$ cat config.mk
export PLATFORM = sky130hd
export DESIGN_NAME = adp_reg_access
export DESIGN_NICKNAME = d
export VERILOG_FILES = /design/src/rtl/adp_reg_pkg.sv /design/src/rtl/adp_reg_ctrl.sv /design/src/rtl/adp_reg_dp.sv /design/src/rtl/adp_reg_access.sv
export SDC_FILE = /design/constraint.sdc
export NUM_CORES = 1
export LEC_CHECK = 0
export ABC_AREA = 1
export BUFFER_PORTS_ARGS = -buffer_cell sky130_fd_sc_hd__buf_2
export CORE_MARGIN = 8
export CORE_UTILIZATION = 50
export CTS_BUF_LIST = sky130_fd_sc_hd__clkbuf_4
export DETAILED_ROUTE_END_ITERATION = 7
export HOLD_SLACK_MARGIN = 0.1
export PLACE_DENSITY = 0.73
export SLEW_MARGIN = 20
export SYNTH_ARGS = -nofsm -noshare
export SYNTH_HDL_FRONTEND = slang
export SYNTH_HIERARCHICAL = 1
export SYNTH_SLANG_ARGS = --single-unit
$ cat constraint.sdc
create_clock -name clk -period 5.2 [get_ports clk]
set_input_delay 1.04 -clock clk [delete_from_list [all_inputs] [get_ports clk]]
set_output_delay 1.04 -clock clk [all_outputs]
set_load 0.005 [all_outputs]
$ cat src/rtl/adp_reg_pkg.sv
package adp_reg_pkg;
  localparam int WORD_W = 16;
  localparam int BYTE_W = 8;
  localparam int ADDR_W = 6;
  localparam int DRV_W = 5;
  localparam int FUNC_W = 5;
  localparam int BAE_W = 6;
  localparam int IPCK_W = 4;
  localparam int TABLE_WORDS = 32;

  localparam logic [ADDR_W-1:0] OFS_CS1 = ADDR_W'(0);
  localparam logic [ADDR_W-1:0] OFS_WC  = ADDR_W'(1);
  localparam logic [ADDR_W-1:0] OFS_BA  = ADDR_W'(2);
  localparam logic [ADDR_W-1:0] OFS_CS2 = ADDR_W'(4);
  localparam logic [ADDR_W-1:0] OFS_DB  = ADDR_W'(9);
  localparam logic [ADDR_W-1:0] OFS_BAE = ADDR_W'(TABLE_WORDS);
  localparam logic [ADDR_W-1:0] OFS_CS3 = ADDR_W'(TABLE_WORDS + 1);
  localparam logic [ADDR_W-1:0] DRV_BIAS = ADDR_W'(4);

  localparam int GO_BIT = 0;
  localparam int IE_BIT = 6;
  localparam int ERRCLR_BIT = 14;
  localparam int CLR_BIT = 5;
  localparam int PGE_BIT = 10;
  localparam logic [WORD_W-1:0] CS2_WMASK = 16'h221F;
  localparam logic [WORD_W-1:0] CS2_READY = 16'h00C0;

  typedef enum logic [3:0] {
    SEL_NONE, SEL_CS1, SEL_WC, SEL_BA, SEL_CS2, SEL_DB, SEL_BAE, SEL_CS3, SEL_DRV
  } regSel_t;

  typedef struct packed {
    regSel_t          sel;
    logic [DRV_W-1:0] drvNum;
  } mapEntry_t;

  typedef struct packed {
    regSel_t           sel;
    logic              wrLo;
    logic              wrHi;
    logic              rd;
    logic              xferGo;
    logic              xferBad;
    logic              errClr;
    logic              fullClr;
    logic [WORD_W-1:0] val;
  } strobe_t;

  function automatic mapEntry_t mapOffset(input logic [ADDR_W-1:0] ofs, input logic extOn);
    mapEntry_t m;
    m.sel = SEL_DRV;
    m.drvNum = '0;
    if (ofs == OFS_BAE) m.sel = extOn ? SEL_BAE : SEL_NONE;
    else if (ofs == OFS_CS3) m.sel = extOn ? SEL_CS3 : SEL_NONE;
    else if (ofs > OFS_CS3) m.sel = SEL_NONE;
    else begin
      case (ofs)
        OFS_CS1: m.sel = SEL_CS1;
        OFS_WC:  m.sel = SEL_WC;
        OFS_BA:  m.sel = SEL_BA;
        OFS_CS2: m.sel = SEL_CS2;
        OFS_DB:  m.sel = SEL_DB;
        ADDR_W'(3):  m.drvNum = DRV_W'(5);
        ADDR_W'(5):  m.drvNum = DRV_W'(1);
        ADDR_W'(6):  m.drvNum = DRV_W'(2);
        ADDR_W'(7):  m.drvNum = DRV_W'(4);
        ADDR_W'(8):  m.drvNum = DRV_W'(7);
        ADDR_W'(10): m.drvNum = DRV_W'(3);
        ADDR_W'(11): m.drvNum = DRV_W'(6);
        default: m.drvNum = DRV_W'(ofs - DRV_BIAS);
      endcase
    end
    return m;
  endfunction
endpackage

$ cat src/rtl/adp_reg_ctrl.sv
module adp_reg_ctrl
  import adp_reg_pkg::*;
#(
  parameter logic [FUNC_W-1:0] XFER_MIN = 5'h14
) (
  input  logic              hostWr,
  input  logic              hostRd,
  input  logic              hostByte,
  input  logic              hostOdd,
  input  logic [ADDR_W-1:0] hostAddr,
  input  logic [WORD_W-1:0] hostWdata,
  input  logic              extStrap,
  input  logic              doneQ,
  output strobe_t           stb,
  output logic              hostErr,
  output logic              drvWr,
  output logic              drvRd,
  output logic [DRV_W-1:0]  drvReg,
  output logic [WORD_W-1:0] drvWdata
);
  mapEntry_t ent;
  logic [WORD_W-1:0] shv;
  logic [BYTE_W-1:0] byteIn;
  logic hit, isXfer, cs1Lo, wrHit;

  always_comb begin
    ent = mapOffset(hostAddr, extStrap);
    byteIn = hostWdata[BYTE_W-1:0];
    if (!hostByte) shv = hostWdata;
    else if (hostOdd) shv = {byteIn, {BYTE_W{1'b0}}};
    else shv = {{BYTE_W{1'b0}}, byteIn};
    hit = (ent.sel != SEL_NONE);
    wrHit = hostWr && hit;
    hostErr = (hostWr || hostRd) && !hit;

    stb.sel = hit ? ent.sel : SEL_NONE;
    stb.val = shv;
    stb.wrLo = wrHit && (!hostByte || !hostOdd);
    stb.wrHi = wrHit && (!hostByte || hostOdd);
    stb.rd = hostRd && hit;
    isXfer = shv[GO_BIT] && (shv[FUNC_W:1] >= XFER_MIN);
    cs1Lo = stb.wrLo && (ent.sel == SEL_CS1);
    stb.xferGo = cs1Lo && isXfer && doneQ;
    stb.xferBad = cs1Lo && isXfer && !doneQ;
    stb.errClr = wrHit && (ent.sel == SEL_CS1) && shv[ERRCLR_BIT];
    stb.fullClr = wrHit && (ent.sel == SEL_CS2) && shv[CLR_BIT];

    drvWr = (wrHit && (ent.sel == SEL_DRV)) || (cs1Lo && !stb.xferBad);
    drvRd = stb.rd && ((ent.sel == SEL_DRV) || (ent.sel == SEL_CS1));
    drvReg = ent.drvNum;
    drvWdata = (ent.sel == SEL_CS1) ? {{(WORD_W-FUNC_W-1){1'b0}}, shv[FUNC_W:0]} : shv;
  end
endmodule

$ cat src/rtl/adp_reg_dp.sv
module adp_reg_dp
  import adp_reg_pkg::*;
(
  input  logic              clk,
  input  logic              rstN,
  input  strobe_t           stb,
  input  logic              doneSet,
  input  logic [WORD_W-1:0] drvRdata,
  output logic [WORD_W-1:0] hostRdata,
  output logic              doneQ
);
  logic doneR, ieR;
  logic [BAE_W-1:0]  baeR;
  logic [IPCK_W-1:0] ipckR;
  logic [WORD_W-1:0] wcR, baR, dbR, cs2R;
  logic sc;

  function automatic logic [WORD_W-1:0] laneMerge(input logic [WORD_W-1:0] old,
      input logic [WORD_W-1:0] nv, input logic lo, input logic hi);
    return {hi ? nv[WORD_W-1:BYTE_W] : old[WORD_W-1:BYTE_W],
            lo ? nv[BYTE_W-1:0] : old[BYTE_W-1:0]};
  endfunction

  always_ff @(posedge clk or negedge rstN) begin
    if (!rstN) begin
      doneR <= 1'b1; ieR <= 1'b0; baeR <= '0; ipckR <= '0;
      wcR <= '0; baR <= '0; dbR <= '0; cs2R <= '0;
    end else if (stb.fullClr) begin
      doneR <= 1'b1; ieR <= 1'b0; baeR <= '0; ipckR <= '0;
      wcR <= '0; baR <= '0; dbR <= '0; cs2R <= '0;
    end else begin
      if (stb.xferGo) doneR <= 1'b0;
      else if (doneSet) doneR <= 1'b1;
      case (stb.sel)
        SEL_CS1: begin
          if (stb.errClr || stb.xferGo) cs2R[WORD_W-1:BYTE_W] <= '0;
          if (stb.xferBad) cs2R[PGE_BIT] <= 1'b1;
          if (stb.wrHi && doneR) baeR[1:0] <= stb.val[9:8];
          if (stb.wrLo) ieR <= stb.val[IE_BIT];
        end
        SEL_WC: wcR <= laneMerge(wcR, stb.val, stb.wrLo, stb.wrHi);
        SEL_BA: baR <= laneMerge(baR, stb.val, stb.wrLo, stb.wrHi) & ~WORD_W'(1);
        SEL_DB: dbR <= laneMerge(dbR, stb.val, stb.wrLo, stb.wrHi);
        SEL_CS2: cs2R <= (cs2R & ~CS2_WMASK) |
                         (laneMerge(cs2R, stb.val, stb.wrLo, stb.wrHi) & CS2_WMASK);
        SEL_BAE: if (stb.wrLo) baeR <= stb.val[BAE_W-1:0];
        SEL_CS3: if (stb.wrLo) begin
          ipckR <= stb.val[IPCK_W-1:0];
          ieR <= stb.val[IE_BIT];
        end
        default: ;
      endcase
    end
  end

  always_comb begin
    sc = |cs2R[WORD_W-1:BYTE_W];
    hostRdata = '0;
    if (stb.rd) begin
      case (stb.sel)
        SEL_CS1: hostRdata = {sc, sc, 1'b0, 1'b0, 1'b1, 1'b0, baeR[1:0], doneR, ieR,
                              drvRdata[FUNC_W:0]};
        SEL_WC:  hostRdata = wcR;
        SEL_BA:  hostRdata = baR;
        SEL_CS2: hostRdata = cs2R | CS2_READY;
        SEL_DB:  hostRdata = dbR;
        SEL_BAE: hostRdata = {{(WORD_W-BAE_W){1'b0}}, baeR};
        SEL_CS3: hostRdata = {{(WORD_W-IE_BIT-1){1'b0}}, ieR, {(IE_BIT-IPCK_W){1'b0}}, ipckR};
        SEL_DRV: hostRdata = drvRdata;
        default: hostRdata = '0;
      endcase
    end
  end

  assign doneQ = doneR;
endmodule

$ cat src/rtl/adp_reg_access.sv
module adp_reg_access
  import adp_reg_pkg::*;
#(
  parameter logic [FUNC_W-1:0] XFER_MIN = 5'h14
) (
  input  logic              clk,
  input  logic              rstN,
  input  logic              extStrap,
  input  logic              hostWr,
  input  logic              hostRd,
  input  logic              hostByte,
  input  logic              hostOdd,
  input  logic [ADDR_W-1:0] hostAddr,
  input  logic [WORD_W-1:0] hostWdata,
  output logic [WORD_W-1:0] hostRdata,
  output logic              hostErr,
  input  logic              doneSet,
  output logic              drvWr,
  output logic              drvRd,
  output logic [DRV_W-1:0]  drvReg,
  output logic [WORD_W-1:0] drvWdata,
  input  logic [WORD_W-1:0] drvRdata
);
  strobe_t stb;
  logic doneQ;

  adp_reg_ctrl #(.XFER_MIN(XFER_MIN)) u_ctrl (
    .hostWr(hostWr), .hostRd(hostRd), .hostByte(hostByte), .hostOdd(hostOdd),
    .hostAddr(hostAddr), .hostWdata(hostWdata), .extStrap(extStrap), .doneQ(doneQ),
    .stb(stb), .hostErr(hostErr), .drvWr(drvWr), .drvRd(drvRd),
    .drvReg(drvReg), .drvWdata(drvWdata)
  );

  adp_reg_dp u_dp (
    .clk(clk), .rstN(rstN), .stb(stb), .doneSet(doneSet),
    .drvRdata(drvRdata), .hostRdata(hostRdata), .doneQ(doneQ)
  );
endmodule

* Word-level counts from Yosys, hierarchy flattened
Cells that the tools add are included.
Operators by class: $add $sub $neg 1, $lt $le $gt $ge 2, eq/ne operators 28, muxes and demuxes 46, bitwise gates (word level) 1, reductions and logical operators 58
Operators with widths (count):
- $mux 16 | 11
- $pmux 16 s8 | 1
- $mux 8 | 5
- $pmux 5 s8 | 1
- $mux 4 | 8
- $eq 6x3->1 const B | 4
- $eq 6x4->1 const B | 4
- $reduce_and 2->1 | 11
- $eq 4x3->1 const B | 5
- $mux 5 | 4
- $pmux 4 s5 | 1
- $logic_and 1x1->1 | 18
- $mux 6 | 3
- $reduce_bool 2->1 | 9
- $or 16x14->16 | 1
- $pmux 8 s2 | 1
- $eq 6x2->1 const B | 2
- $eq 6x6->1 const B | 2
- $ne 3x2->1 const B | 3
- $reduce_bool 3->1 | 3
- $eq 4x1->1 const B | 2
- $eq 4x2->1 const B | 2
- $eq 4x4->1 const B | 2
- $reduce_or 8->1 | 1
- 16 further kinds | 32
Storage, ports and cells: bits in registers 76, bits of input ports 46, output and inout port bits 40, logic and storage cells 151

* Longest topological paths before layout
word-level depth 16, depth in mapped cells 18, mapped depth without buffers 18

* By module
The synthesis kept the hierarchy.
Modules (own cells, without submodules):
- adp_reg_dp | times used 1, cells each 522, area each 3731.1 µm², sequential area each 1677.9 µm²
- adp_reg_ctrl | times used 1, cells each 162, area each 889.6 µm², sequential area each 0.0 µm²

* Worst setup path before layout
OpenSTA, ideal clock, no wires.
path type input -> output, start in hostAddr[2], end out hostRdata[7], arrival time 2.752 ns, data required time 4.160 ns, slack 1.408 ns, stages 14, path buffers 1, path through inv_1 > ha_1 > nand3_2 > nand2_2 > inv_2 > nand4_2 > inv_1 > inv_1 > nor2_1 > buf_2 > nand3_1 > o21ai_0 > inv_1 > a21oi_1
RTL lines:
- start, declared | line adp_reg_access.sv:13 | input logic [ADDR_W-1:0] hostAddr,
- end, declared | line adp_reg_access.sv:15 | output logic [WORD_W-1:0] hostRdata,

==> flow_results.org <==
** Timing
- Setup slack on the critical path of the routed design comes to 0.700 ns.
- In the final timing run, aggregate negative setup slack is 0 ns.
- The total count of max-transition violations in the final report was 0.
- Setup repair after global routing missed its margin :: no
- Total count of hold-check failures in the final report :: 0
- Slew of the pin with the lowest slew margin :: 0.856 ns
- # setup viols final :: 0
- Subtracting the final worst setup slack from the clock period gives 4.50 ns.
- Setup clock skew after layout :: 0.0117 ns
- Remaining max-slew budget at the tightest pin :: 0.429
- Dividing the final minimum period by the clock period gives 0.865.
- Max frequency :: 222 MHz

** Drt
- The routed layout has 4840 vias.
- The first routing iteration left 515 violations.
- After detailed routing, the number of remaining DRC violations is 0.
- Via density :: 5.54
- Number of iterations in the first detailed-routing pass :: 6
- Post-detailed-routing wire length :: 14000 um
- Count of nets left with antenna violations after detail routing :: 0
- In the final routed layout, each cell accounts on average for 16.1 um.

** Placed design
- Once placement completed, the tool counted placed cells totaling 857.
- Buffers placed on the I/O ports in this run total 85.
- Prior to clock tree synthesis, the placed netlist has a worst setup slack of 0.749 ns.
- Summing all placed instances gives a cell area of 5080 sq um.
- Routability-driven placement finished with a final weighted congestion of 0.939.
- After legalization and detailed placement, the total HPWL measured 10400 um.

** Power
- Reported leakage power :: 0.00288 uW
- Worst ir drop on vdd :: 0.0970 mV
- Sw Pwr :: 437 uW
- Clk network pwr share :: 0.239
- Internal Power :: 814 uW
- Power Density :: 241 nW/um^2
- Comb power frac :: 0.233
- Sw Share :: 0.349
- Sequential fraction of design power :: 0.528

** Synth
- The most common cell in the synthesized netlist is sky130_fd_sc_hd__nand2_1.
- In this run, synthesis produced a sequential element count of 67.
- After synthesis, the share of flip-flops with an asynchronous set or reset is 1.00.
- During synthesis, Yosys emitted a total of 6 warnings.
- Cell accounting for the most synthesized area :: sky130_fd_sc_hd__dfrtp_1
- Main area contributors after synthesis :: sky130_fd_sc_hd__dfrtp_1 36%, sky130_fd_sc_hd__nand2_1 11%, sky130_fd_sc_hd__nand3_1 9.9%
- A synthesized cell averages 6.76 sq um.
- The share of synthesized area in the top cell type comes to 0.357.
- Unique masters post-synth :: 35
- The cell count after synthesis came out at 684.
- The share of the Yosys chip area taken by registers is 0.363.
- Among all flip-flop cells after synthesis, the most frequent one is sky130_fd_sc_hd__dfrtp_1.
- In this run, synthesis inferred 0 flip-flops with an integrated enable.
- Synthesis produced a netlist with a net count of 734.
- Commonest cells post-synth :: 139 x sky130_fd_sc_hd__nand2_1, 113 x sky130_fd_sc_hd__inv_1, 91 x sky130_fd_sc_hd__nand3_1, 81 x sky130_fd_sc_hd__nor2_1, 66 x sky130_fd_sc_hd__dfrtp_1
- Netlist area before placement :: 4620 sq um

** Floorplan
- In this run the vertical extent of the chip is 112 um.
- The floorplan step set the die width to 112 um.
- Area of the die :: 12600 sq um
- For this configuration, the core starts out at a cell density of 0.507.
- I/O pin cnt :: 86
- Area of the core :: 9110 sq um
- The initialized floorplan defines 35 standard-cell rows.

** Final layout
- The finished cells cover 5190 sq um.
- Excluding fillers, the count of instances in the completed layout stands at 874.
- The net count of the finished layout is 807.
- Area delta synth->final :: 12.4%
- Layout cell share with drive strength beyond 1 :: 0.207

** Clock network
- The clock passes through at most 2 buffers.
- Post-cts resize count :: 0
- Clock edge transition at the registers on the reported setup and hold paths :: 0.11 ns
- The clock reaches the later pin of the worst-skew pair after 0.43 ns.
- Clock tree synthesis selected as its root buffer the cell sky130_fd_sc_hd__clkbuf_4.
- CTS Hold Buffers Added :: 0
- TritonCTS built the clock tree.
- Counting every sink on the clock net gives 67.
- H-Tree Level Count :: 3
- Number of buffers inserted during clock tree synthesis :: 9
- Post-CTS repair timing setup buffer count :: 0

** GRT
- The first global-routing pass estimated 22800 um of wire.
- Entering global routing, the biggest net connects 68 pins.
- For this run, the total global-route usage over all layers was measured as 0.221.
- Initial antenna violation count :: 1
- Total congestion overflow :: 0
- The via count of the first global-routing pass is 4701.

** Worst setup path
- Along the worst path, the maximum fanout reaches 14.
- Arrival time of the worst setup path :: 3.46 ns
- Data on the critical path is required at its endpoint by 4.16 ns.
- Sort of element at the end of the critical path :: output port
- R2R Setup Slk :: 3.76 ns
- Type of the setup path with the least slack :: primary input to output port
- Startpoint type of the worst setup path :: primary input

** Outcome
- Outcome :: complete, no violations

** Job
- The tool flagged a number of max-cap violations equal to 0.

** Min path
- In this run the worst hold path is classified as flip-flop to flip-flop.
==> per-stage QoR <==
stage | util | hold slack (ns) | total power [uW]
floorplan | - | 0.453 | 847
global placement | 0.557 | 0.472 | 945
detailed placement | 0.557 | 0.481 | 957
CTS | 0.570 | 0.509 | 1250
global route | 0.570 | 0.543 | 1320
finish | 0.570 | 0.510 | 1250
==> power groups by stage <==
stage               clock network [uW]  registers (uW)  logic, uW
global route                       324             671        331
floorplan                            0             654        194
finish                             299             660        292
detailed placement                   0             667        289
global placement                     0             666        279
CTS                                303             658        290
==> path summary, 6_finish.rpt <==
path	from	end	cells past startpoint
worst max-delay path	hostAddr[2]	hostRdata[0]	15
worst min-delay path	u_dp/cs2R[3]$_DFFE_PN0P_	u_dp/cs2R[3]$_DFFE_PN0P_	2
worst max register to register	u_dp/doneQ$_DFFE_PN1P_	u_dp/cs2R[13]$_DFFE_PN0P_	9
worst min register to register	u_dp/cs2R[3]$_DFFE_PN0P_	u_dp/cs2R[3]$_DFFE_PN0P_	2
max in group asynchronous	rstN	u_dp/baR[2]$_DFFE_PN0P_	2
min in group asynchronous	rstN	u_dp/wcR[3]$_DFFE_PN0P_	2
==> placed cells by master, fill, tap and decap left out, drive strengths merged, types with 4 or more instances in the layout <==
cell,netlist,final
dfrtp,66,66
clkinv,0,6
buf,25,96
clkbuf,9,9
nor3,7,7
ha,4,4
o22ai,32,32
inv,120,120
a21oi,15,15
nor2,93,93
nand2,145,145
o21ai,58,58
nand3,97,97
==> state kept, by name, summed over array words and instances (netlist names) <==
register,count
u_dp/cs2R,8
u_dp/dbR,16
u_dp/baeR,6
u_dp/wcR,16
u_dp/baR,15
u_dp/doneQ,1
u_dp/ieR,1
u_dp/ipckR,4
==> kinds of logic (layout without fill, tap and decap cells) <==
logic type | Yosys count | count (layout) | synth area share
simple gates | 348 | 348 | 0.347
fa+ha+maj | 4 | 4 | 0.0108
compound gates | 110 | 110 | 0.139
other cells | 0 | 1 | 0
xor+xnor | 1 | 1 | 0.00190
buf+inv | 154 | 232 | 0.139
flops | 67 | 67 | 0.363
==> worst max-delay path: stages <==
cell and delay, ns:
sky130_fd_sc_hd__buf_2 0.11, sky130_fd_sc_hd__inv_1 0.11, sky130_fd_sc_hd__ha_1 0.24, sky130_fd_sc_hd__nand3_2 0.11
sky130_fd_sc_hd__nand2_2 0.12, sky130_fd_sc_hd__inv_2 0.06, sky130_fd_sc_hd__nand4_2 0.13, sky130_fd_sc_hd__inv_1 0.15
sky130_fd_sc_hd__nor2_2 0.53, sky130_fd_sc_hd__buf_4 0.31, sky130_fd_sc_hd__nand3_1 0.10, sky130_fd_sc_hd__nand2_1 0.08
sky130_fd_sc_hd__nor2_1 0.04, sky130_fd_sc_hd__a21oi_1 0.18, sky130_fd_sc_hd__buf_2 0.15
==> final cells by class <==
| type | instances | area (sq um) |
|---|---|---|
| antenna | 1 | 2.50 |
| clock buffer | 9 | 67.6 |
| clock inverter | 7 | 45.0 |
| fill | 879 | 3920 |
| inverter | 120 | 450 |
| multi-input combinational | 463 | 2300 |
| sequential | 67 | 1680 |
| tap | 111 | 139 |
| timing repair buffer | 96 | 508 |
==> layer usage <==
| layer | share of wire | GRT usage | wire length (um) |
|---|---|---|---|
| met5 | 0 | 0 | 0 |
| met1 | 0.46 | 0.305 | 6460 |
| met2 | 0.44 | 0.336 | 6140 |
| met3 | 0.087 | 0.0462 | 1220 |
| met4 | 0.016 | 0.0728 | 223 |
(Power assumes the default switching activity.)
